===== src/rtl/ts_pkg.sv =====
package ts_pkg;
    typedef enum logic [2:0] {
        SEQ_IDLE      = 3'd0,
        SEQ_CLR_TS    = 3'd1,
        SEQ_CLR_TRIG  = 3'd2,
        SEQ_WAIT_INIT = 3'd3,
        SEQ_DELAY     = 3'd4,
        SEQ_RUN       = 3'd5
    } seq_state_e;
endpackage


===== src/rtl/ts_tick_gen.sv =====
module ts_tick_gen #(
    parameter int DIV = 4
) (
    input  logic clk,
    input  logic rst_n,
    input  logic ext_sel,
    input  logic ext_clk,
    input  logic veto,
    output logic tick
);
    localparam int DIV_W = (DIV > 1) ? $clog2(DIV) : 1;

    typedef struct packed {
        logic [DIV_W-1:0] div;
        logic             s1;
        logic             s2;
        logic             s3;
        logic             tick;
    } tg_regs_t;

    tg_regs_t r_q, r_d;
    logic     int_tick;
    logic     ext_rise;

    always_comb begin
        r_d      = r_q;
        int_tick = (r_q.div == DIV_W'(DIV - 1));
        ext_rise = r_q.s2 & ~r_q.s3;
        r_d.div  = int_tick ? '0 : DIV_W'(r_q.div + 1'b1);
        r_d.s1   = ext_clk;
        r_d.s2   = r_q.s1;
        r_d.s3   = r_q.s2;
        r_d.tick = (ext_sel ? ext_rise : int_tick) & ~veto;
    end

    always_ff @(posedge clk) begin
        if (!rst_n) r_q <= '0;
        else        r_q <= r_d;
    end

    assign tick = r_q.tick;

    AST_VETO_GATES: assert property (@(posedge clk) disable iff (!rst_n)
        veto |=> !tick);
    AST_TICK_SINGLE: assert property (@(posedge clk) disable iff (!rst_n)
        tick |=> !tick);
endmodule


===== src/rtl/ts_counter.sv =====
module ts_counter #(
    parameter int TS_W = 48
) (
    input  logic            clk,
    input  logic            rst_n,
    input  logic            clr,
    input  logic            inc,
    output logic [TS_W-1:0] value,
    output logic            ovf
);
    typedef struct packed {
        logic [TS_W-1:0] cnt;
        logic            ovf;
    } cnt_regs_t;

    cnt_regs_t r_q, r_d;

    always_comb begin
        r_d = r_q;
        if (clr) begin
            r_d.cnt = '0;
            r_d.ovf = 1'b0;
        end else if (inc) begin
            r_d.cnt = r_q.cnt + 1'b1;
            if (r_q.cnt == '1) r_d.ovf = 1'b1;
        end
    end

    always_ff @(posedge clk) begin
        if (!rst_n) r_q <= '0;
        else        r_q <= r_d;
    end

    assign value = r_q.cnt;
    assign ovf   = r_q.ovf;

    AST_CLR_ZERO: assert property (@(posedge clk) disable iff (!rst_n)
        clr |=> (value == '0) && !ovf);
    AST_HOLD: assert property (@(posedge clk) disable iff (!rst_n)
        (!clr && !inc) |=> $stable(value) && $stable(ovf));
    AST_STEP: assert property (@(posedge clk) disable iff (!rst_n)
        (!clr && inc && value != '1) |=> value == TS_W'($past(value) + 1'b1));
    AST_WRAP: assert property (@(posedge clk) disable iff (!rst_n)
        (!clr && inc && value == '1) |=> (value == '0) && ovf);
endmodule


===== src/rtl/ts_run_seq.sv =====
module ts_run_seq
    import ts_pkg::*;
#(
    parameter int DLY_W = 16
) (
    input  logic             clk,
    input  logic             rst_n,
    input  logic             run_start,
    input  logic             init_done,
    input  logic             run_end,
    input  logic [DLY_W-1:0] delay_cycles,
    output logic             ts_clr,
    output logic             trig_clear,
    output logic             run_en,
    output logic             run_done
);
    typedef struct packed {
        seq_state_e       state;
        logic [DLY_W-1:0] dly;
        logic             done;
    } seq_regs_t;

    seq_regs_t r_q, r_d;

    always_comb begin
        r_d      = r_q;
        r_d.done = 1'b0;
        if (run_end) begin
            r_d.state = SEQ_IDLE;
        end else begin
            unique case (r_q.state)
                SEQ_IDLE:      if (run_start) r_d.state = SEQ_CLR_TS;
                SEQ_CLR_TS:    r_d.state = SEQ_CLR_TRIG;
                SEQ_CLR_TRIG:  r_d.state = SEQ_WAIT_INIT;
                SEQ_WAIT_INIT: if (init_done) begin
                    r_d.state = SEQ_DELAY;
                    r_d.dly   = delay_cycles;
                end
                SEQ_DELAY: begin
                    if (r_q.dly == '0) begin
                        r_d.state = SEQ_RUN;
                        r_d.done  = 1'b1;
                    end else begin
                        r_d.dly = r_q.dly - 1'b1;
                    end
                end
                SEQ_RUN:       r_d.state = SEQ_RUN;
                default:       r_d.state = SEQ_IDLE;
            endcase
        end
    end

    always_ff @(posedge clk) begin
        if (!rst_n) begin
            r_q.state <= SEQ_IDLE;
            r_q.dly   <= '0;
            r_q.done  <= 1'b0;
        end else begin
            r_q <= r_d;
        end
    end

    assign ts_clr     = (r_q.state == SEQ_CLR_TS);
    assign trig_clear = (r_q.state == SEQ_CLR_TRIG);
    assign run_en     = (r_q.state == SEQ_RUN);
    assign run_done   = r_q.done;

    AST_END_IDLE: assert property (@(posedge clk) disable iff (!rst_n)
        run_end |=> !run_en && !trig_clear && !ts_clr);
    AST_ORDER: assert property (@(posedge clk) disable iff (!rst_n)
        (ts_clr && !run_end) |=> trig_clear);
    AST_TRIG_ONE: assert property (@(posedge clk) disable iff (!rst_n)
        trig_clear |=> !trig_clear);
    AST_DONE_ONE: assert property (@(posedge clk) disable iff (!rst_n)
        run_done |=> !run_done);
    AST_DONE_RUN: assert property (@(posedge clk) disable iff (!rst_n)
        $rose(run_en) |-> run_done);
endmodule


===== src/rtl/ts_clock_seq.sv =====
module ts_clock_seq #(
    parameter int DIV   = 4,
    parameter int TS_W  = 48,
    parameter int DLY_W = 16
) (
    input  logic             clk,
    input  logic             rst_n,
    input  logic             ext_sel,
    input  logic             ext_clk,
    input  logic             veto,
    input  logic             sw_clear,
    input  logic             run_start,
    input  logic             init_done,
    input  logic             run_end,
    input  logic [DLY_W-1:0] delay_cycles,
    output logic             tick_out,
    output logic [TS_W-1:0]  ts_value,
    output logic             ts_overflow,
    output logic             trig_clear,
    output logic             run_en,
    output logic             run_done
);
    logic seq_ts_clr;
    logic cnt_clr;

    ts_tick_gen #(.DIV(DIV)) u_tick (
        .clk     (clk),
        .rst_n   (rst_n),
        .ext_sel (ext_sel),
        .ext_clk (ext_clk),
        .veto    (veto),
        .tick    (tick_out)
    );

    assign cnt_clr = sw_clear | seq_ts_clr;

    ts_counter #(.TS_W(TS_W)) u_cnt (
        .clk   (clk),
        .rst_n (rst_n),
        .clr   (cnt_clr),
        .inc   (tick_out),
        .value (ts_value),
        .ovf   (ts_overflow)
    );

    ts_run_seq #(.DLY_W(DLY_W)) u_seq (
        .clk          (clk),
        .rst_n        (rst_n),
        .run_start    (run_start),
        .init_done    (init_done),
        .run_end      (run_end),
        .delay_cycles (delay_cycles),
        .ts_clr       (seq_ts_clr),
        .trig_clear   (trig_clear),
        .run_en       (run_en),
        .run_done     (run_done)
    );

    AST_NO_COUNT_WHEN_IDLE_TICK: assert property (@(posedge clk) disable iff (!rst_n)
        (sw_clear && tick_out) |=> ts_value == '0);
endmodule


===== config.mk =====
export PLATFORM = sky130hd
export DESIGN_NAME = ts_clock_seq
export DESIGN_NICKNAME = d
export VERILOG_FILES = /design/src/rtl/ts_pkg.sv /design/src/rtl/ts_tick_gen.sv /design/src/rtl/ts_counter.sv /design/src/rtl/ts_run_seq.sv /design/src/rtl/ts_clock_seq.sv
export SDC_FILE = /design/constraint.sdc
export NUM_CORES = 1
export LEC_CHECK = 0
export BUFFER_PORTS_ARGS = -buffer_cell sky130_fd_sc_hd__buf_2
export CAP_MARGIN = 25
export CORE_ASPECT_RATIO = 1.4
export CORE_MARGIN = 2
export CORE_UTILIZATION = 40
export DETAILED_ROUTE_END_ITERATION = 7
export PLACE_DENSITY = 0.63
export SLEW_MARGIN = 20
export SYNTH_ARGS = -nofsm -noshare
export SYNTH_HDL_FRONTEND = slang
export SYNTH_SLANG_ARGS = --single-unit

===== constraint.sdc =====
create_clock -name clk -period 3.2 [get_ports clk]
set_input_delay 0 -clock clk [delete_from_list [all_inputs] [get_ports clk]]
set_output_delay 0 -clock clk [all_outputs]
set_load 0.05 [all_outputs]

* Word-level counts from Yosys, hierarchy flattened
Index checks and enable logic that the tools add are counted.
Word-level totals: register bits after elaboration 75, output and inout port bits 53, word-level logic and storage cells 50
Cells by class: add/subtract/negate cells 3, eq/ne operators 11, multiplexer cells 8, bitwise logic cells 8, reductions and logical operators 10
Operator list (count):
- $add 48x1->48 const B | 1
- $eq 48x48->1 const B | 1
- $pmux 16 s2 | 1
- $mux 19 | 1
- $pmux 3 s6 | 1
- $logic_not 16->1 | 1
- $mux 16 | 1
- $sub 16x1->16 const B | 1
- $eq 3x2->1 const B | 2
- $eq 3x3->1 const B | 2
- $mux 3 | 2
- $ne 2x2->1 const B | 3
- $reduce_or 2->1 | 3
- $not 1->1 | 5
- $reduce_and 4->1 | 1
- $eq 3x1->1 const B | 1
- $logic_not 3->1 | 1
- $reduce_and 3->1 | 1
- $reduce_or 3->1 | 1
- $add 2x1->2 const B | 1
- $and 1x1->1 | 2
- $eq 2x2->1 const B | 1
- $mux 1 | 2
- $ne 2x1->1 const B | 1
- other kinds (3) | 3

* Logic depth before layout (Yosys ltp)
depth after elaboration 4, gate-level depth with buffers 8, gate-level depth less buffers 7

* Hierarchy
From an unflattened synthesis, not the netlist that was laid out.
Second synthesis, totals: cells, all modules 457, area total of the unflattened synthesis 3848.7 um2
By module, submodules not included:
- ts_counter | times used 1, cells an instance 274, area an instance 2311.0 um2, seq. area each 980.9 um2
- ts_run_seq | times used 1, cells an instance 166, area an instance 1330.0 um2, seq. area each 400.4 um2
- ts_tick_gen | times used 1, cells an instance 16, area an instance 201.4 um2, seq. area each 120.1 um2
- ts_clock_seq | times used 1, cells an instance 1, area an instance 6.3 um2, seq. area each 0.0 um2

* Worst setup path after synthesis
OpenSTA, ideal clock, no wires.
path type register to register, from reg u_cnt.r_q (netlist bit u_cnt.value[14]), to reg u_cnt.r_q (netlist bit u_cnt.value[43]), arrival 2543 ps, data required time 3130 ps, slack 587 ps, stages on the path, launching flop included 8, buffers on the path 2, clock period less this slack 2613 ps, path through dfxtp_1 -> nand3_2 -> or3_1 -> buf_6 -> or4_4 -> buf_6 -> or4_1 -> a21oi_1
On the way: cells in the longest elaborated chain, start to end 1
Ends and longest elaborated chain:
- start, declared | RTL line ts_counter.sv:16 | cnt_regs_t r_q, r_d;
- start signal, assigned | RTL line ts_counter.sv:31 | else r_q <= r_d;
- $add 48x1->48 | RTL line ts_counter.sv:24 | r_d.cnt = r_q.cnt + 1'b1;
Every way passes these cells. A chain may end at the register's enable or synchronous reset.

* Worst setup path in the final report
from reg u_cnt.r_q (netlist bit u_cnt.value[26]), to reg u_cnt.r_q (netlist bit u_cnt.value[42])
The elaborated chain is that of the path after synthesis.

==> flow_metrics.tcl <==
set metrics [dict create \
    die_width_microns 85.5 \
    cpMaxStageDelayCell "or4_1" \
    ant_nets 0 \
    critPathRequiredTime_ps 3460 \
    crit_type "reg2reg" \
    drv_slew 0 \
    vias 3658 \
    io_pins 78 \
    n_fill_cell 876 \
    cts_root_buffer "clkbuf_16" \
    period_share_pct 80.5 \
    maxCapViolCount 0 \
    rr_startpoint "u_cnt.value[26]$_SDFFE_PP0P_" \
    hold_class "in2reg" \
    ys_types 49 \
    drtIter0Drc 117 \
    leakage_nw 1.68 \
    core_sq_um 9030 \
    start_util_pct 41.2 \
    ys_top_cells_by_area "dfxtp_1 (40%), a21oi_1 (6.6%), nor2_1 (3.7%), o31ai_1 (3.2%), or4_1 (3.2%)" \
    grt_pass1_wl_mm 15.8 \
    area_delta_synth_final_pct 23.3 \
    grt_pass1_vias 3416 \
    setup.worst_path.end_class "register" \
    ys.flop_type "dfxtp_1" \
    worst_slew_pin_slew_ps 692 \
    layout_commonest_cell "buf_2" \
    min_path_cells 4 \
    track_usage_pct 19.0 \
    cpMostUsedCell "nand4_1" \
    rows 41 \
    fin_skew_ps 6.40 \
    synth_seq_area_share_pct 40.4 \
    cp-start-kind "register" \
    gp_congestion 0.794 \
    cts_max_path_buffers 2 \
    avgSynthCellArea_sq_um 8.12 \
    min_from "delay_cycles[6]" \
    run_status "completed" \
    yosysTopAreaCell "dfxtp_1" \
    setup_viol 0 \
    r2r_cells 5 \
    dieHeight_microns 118 \
    grt_start_max_net_pins 37 \
    antenna_cells 0 \
    max_freq_mhz 388 \
    reg2reg_to "u_cnt.value[42]$_SDFFE_PP0P_" \
    regToRegSetupSlack_ps 620 \
    crit_buf_inv 0 \
    hold_ws_ps 11.8 \
    dp.cells 622 \
    finalNonFillerCells 647 \
    cpPeakStageDelay_ps 650 \
    htree_levels 3 \
    io_buffer_count 77 \
    critPathTopFamily "simple AND/OR/NAND/NOR gates" \
    multi_input_area_sq_um 2050 \
    drc 0 \
    worstSkewPairLatency_ps 330 \
    final_core_util_pct 50.8 \
    hold_violations 0 \
    die_area_sq_um 10100 \
    postSynth.asyncResetShare_pct 0 \
    grt_antenna_before_repair 0 \
    ys_ff_latch 75 \
    cp_cell_sequence "nand4_1 -> nor4_1 -> nand4_1 -> or4_1 -> a21oi_1" \
    syn_area_sq_um 3720 \
    ys_warn_count 0 \
    fin_crit_ps 2580 \
    layout-drive-gt1-share_pct 20.7 \
    synth_edf_count 0 \
    cts.clk_slew.worst_paths_ps 60 \
    regArea_sq_um 1500 \
    cts_resized 0 \
    synth_nets 486 \
    rsz0062_at_grt "no" \
    firstDrtPassIters 4 \
    final_area_sq_um 4590 \
    yosysTopAreaCellShare_pct 40.4 \
    powerDensity_nw_per_um2 441 \
    hold_end "u_seq.r_q[7]$_SDFFE_PN0P_" \
    vdd_ir_drop_max_v 0.000339 \
    post_cts.repair.setup_buffers 0 \
    viasPerCell 5.65 \
    dpl.hpwl_mm 6.50 \
    overflow 0 \
    synthCells 458 \
    crit_path_max_fanout 15 \
    slew-limit-headroom_pct 53.8 \
    cts_tree "built" \
    wl_per_cell_microns 14.3 \
    arrival_ps 2840 \
    cts.sinks 75 \
    final_nets 563 \
    cts_buffers 9 \
    most-common-layout-cells "buf_2 (77), dfxtp_1 (75), a21oi_1 (49), nor2_1 (37), nand2_1 (30)" \
    setup_tns_ps 0 \
    placed_area_sq_um 4200 \
    wl_mm 9.23 \
]
-- power by group --
group | total, mW | internal (mW) | switching [mW]
sequential | 0.944 | 0.940 | 0.00380
clock | 1.01 | 0.605 | 0.404
combinational | 0.0705 | 0.0327 | 0.0379
-- logic make-up after synthesis --
family	count (synthesis)	share of synthesized area, %
adder cells (fa/ha/maj)	3	1.01
AND/OR/NAND/NOR	197	29.6
multiplexers	2	0.538
flip-flops	75	40.4
AO/OA/AOI/OAI	116	18.9
buffers and inverters	46	5.05
XOR/XNOR	19	4.48
-- cell usage after synthesis, drive strengths merged, types with 2 or more instances --
master	number
o31ai	16
dfxtp	75
nand4	19
a31o	2
inv	17
or3	13
a21oi	49
nor4	13
or3b	2
and4	4
nor3b	4
ha	3
or4	18
nor3	14
buf	3
and3	7
nor2b	2
xnor2	12
a31oi	2
a22oi	2
nor2	37
o211ai	3
nand3	19
nand2b	4
a211oi	3
clkbuf	25
xor2	7
o32ai	4
a21o	7
o21ai	22
and2	6
nand2	30
mux2i	2
-- worst reg2reg max path, delay by kind of cell (launching register included) --
family / cells / cell delay [ps]
and+or+nand+nor: 4 / 1920
DFF: 1 / 440
AOI/OAI and AO/OA: 1 / 150
-- area by class of cell --
class                      count  share of cell area (%)
inverter                      18                    1.47
sequential                    75                    32.7
multi-input combinational    337                    44.8
clock inverter                 6                    1.42
timing repair buffer          94                    11.7
tap                          107                    2.92
clock buffer                  10                    4.99
-- through the flow --
stage / power [mW] / setup slack (ps)
final: 2.02 / 625
after global routing: 2.10 / 397
after CTS: 2.05 / 618
after detailed placement: 1.03 / 666
after global placement: 1.03 / 745
after floorplan: 0.998 / 587
-- worst max path at each step --
stage                     depth (start not counted)                    startpoint  slack (ps)                      endpoint
final                                             5  u_cnt.value[26]$_SDFFE_PP0P_         620  u_cnt.value[42]$_SDFFE_PP0P_
after global routing                              5  u_cnt.value[26]$_SDFFE_PP0P_         400  u_cnt.value[47]$_SDFFE_PP0P_
after CTS                                         5  u_cnt.value[26]$_SDFFE_PP0P_         620  u_cnt.value[42]$_SDFFE_PP0P_
after detailed placement                          5  u_cnt.value[26]$_SDFFE_PP0P_         670  u_cnt.value[43]$_SDFFE_PP0P_
after global placement                            5  u_cnt.value[26]$_SDFFE_PP0P_         740  u_cnt.value[39]$_SDFFE_PP0P_
after floorplan                                   7  u_cnt.value[14]$_SDFFE_PP0P_         590  u_cnt.value[43]$_SDFFE_PP0P_
-- state kept, by name, summed over array words and instances, names as in the netlist --
name / count
u_cnt.value: 48
u_tick.tick: 1
u_tick.r_d: 2
u_tick.r_q: 3
u_seq.r_q: 19
u_seq.run_done: 1
u_cnt.ovf: 1
-- layer usage --
| metal | track usage [%] | share of wire, % | wire (microns) |
|---|---|---|---|
| met5 | 0 | 0 | 0 |
| met1 | 22.0 | 42 | 3880 |
| met4 | 8.23 | 1.5 | 136 |
| met3 | 3.79 | 4.7 | 438 |
| met2 | 33.2 | 52 | 4780 |
-- what timing repair did --
action                                  CTS  global route
endpoints found under the hold margin     9             0
hold buffers                              9             0
endpoints found under the setup margin    0             0
(Power assumes the default switching activity.)
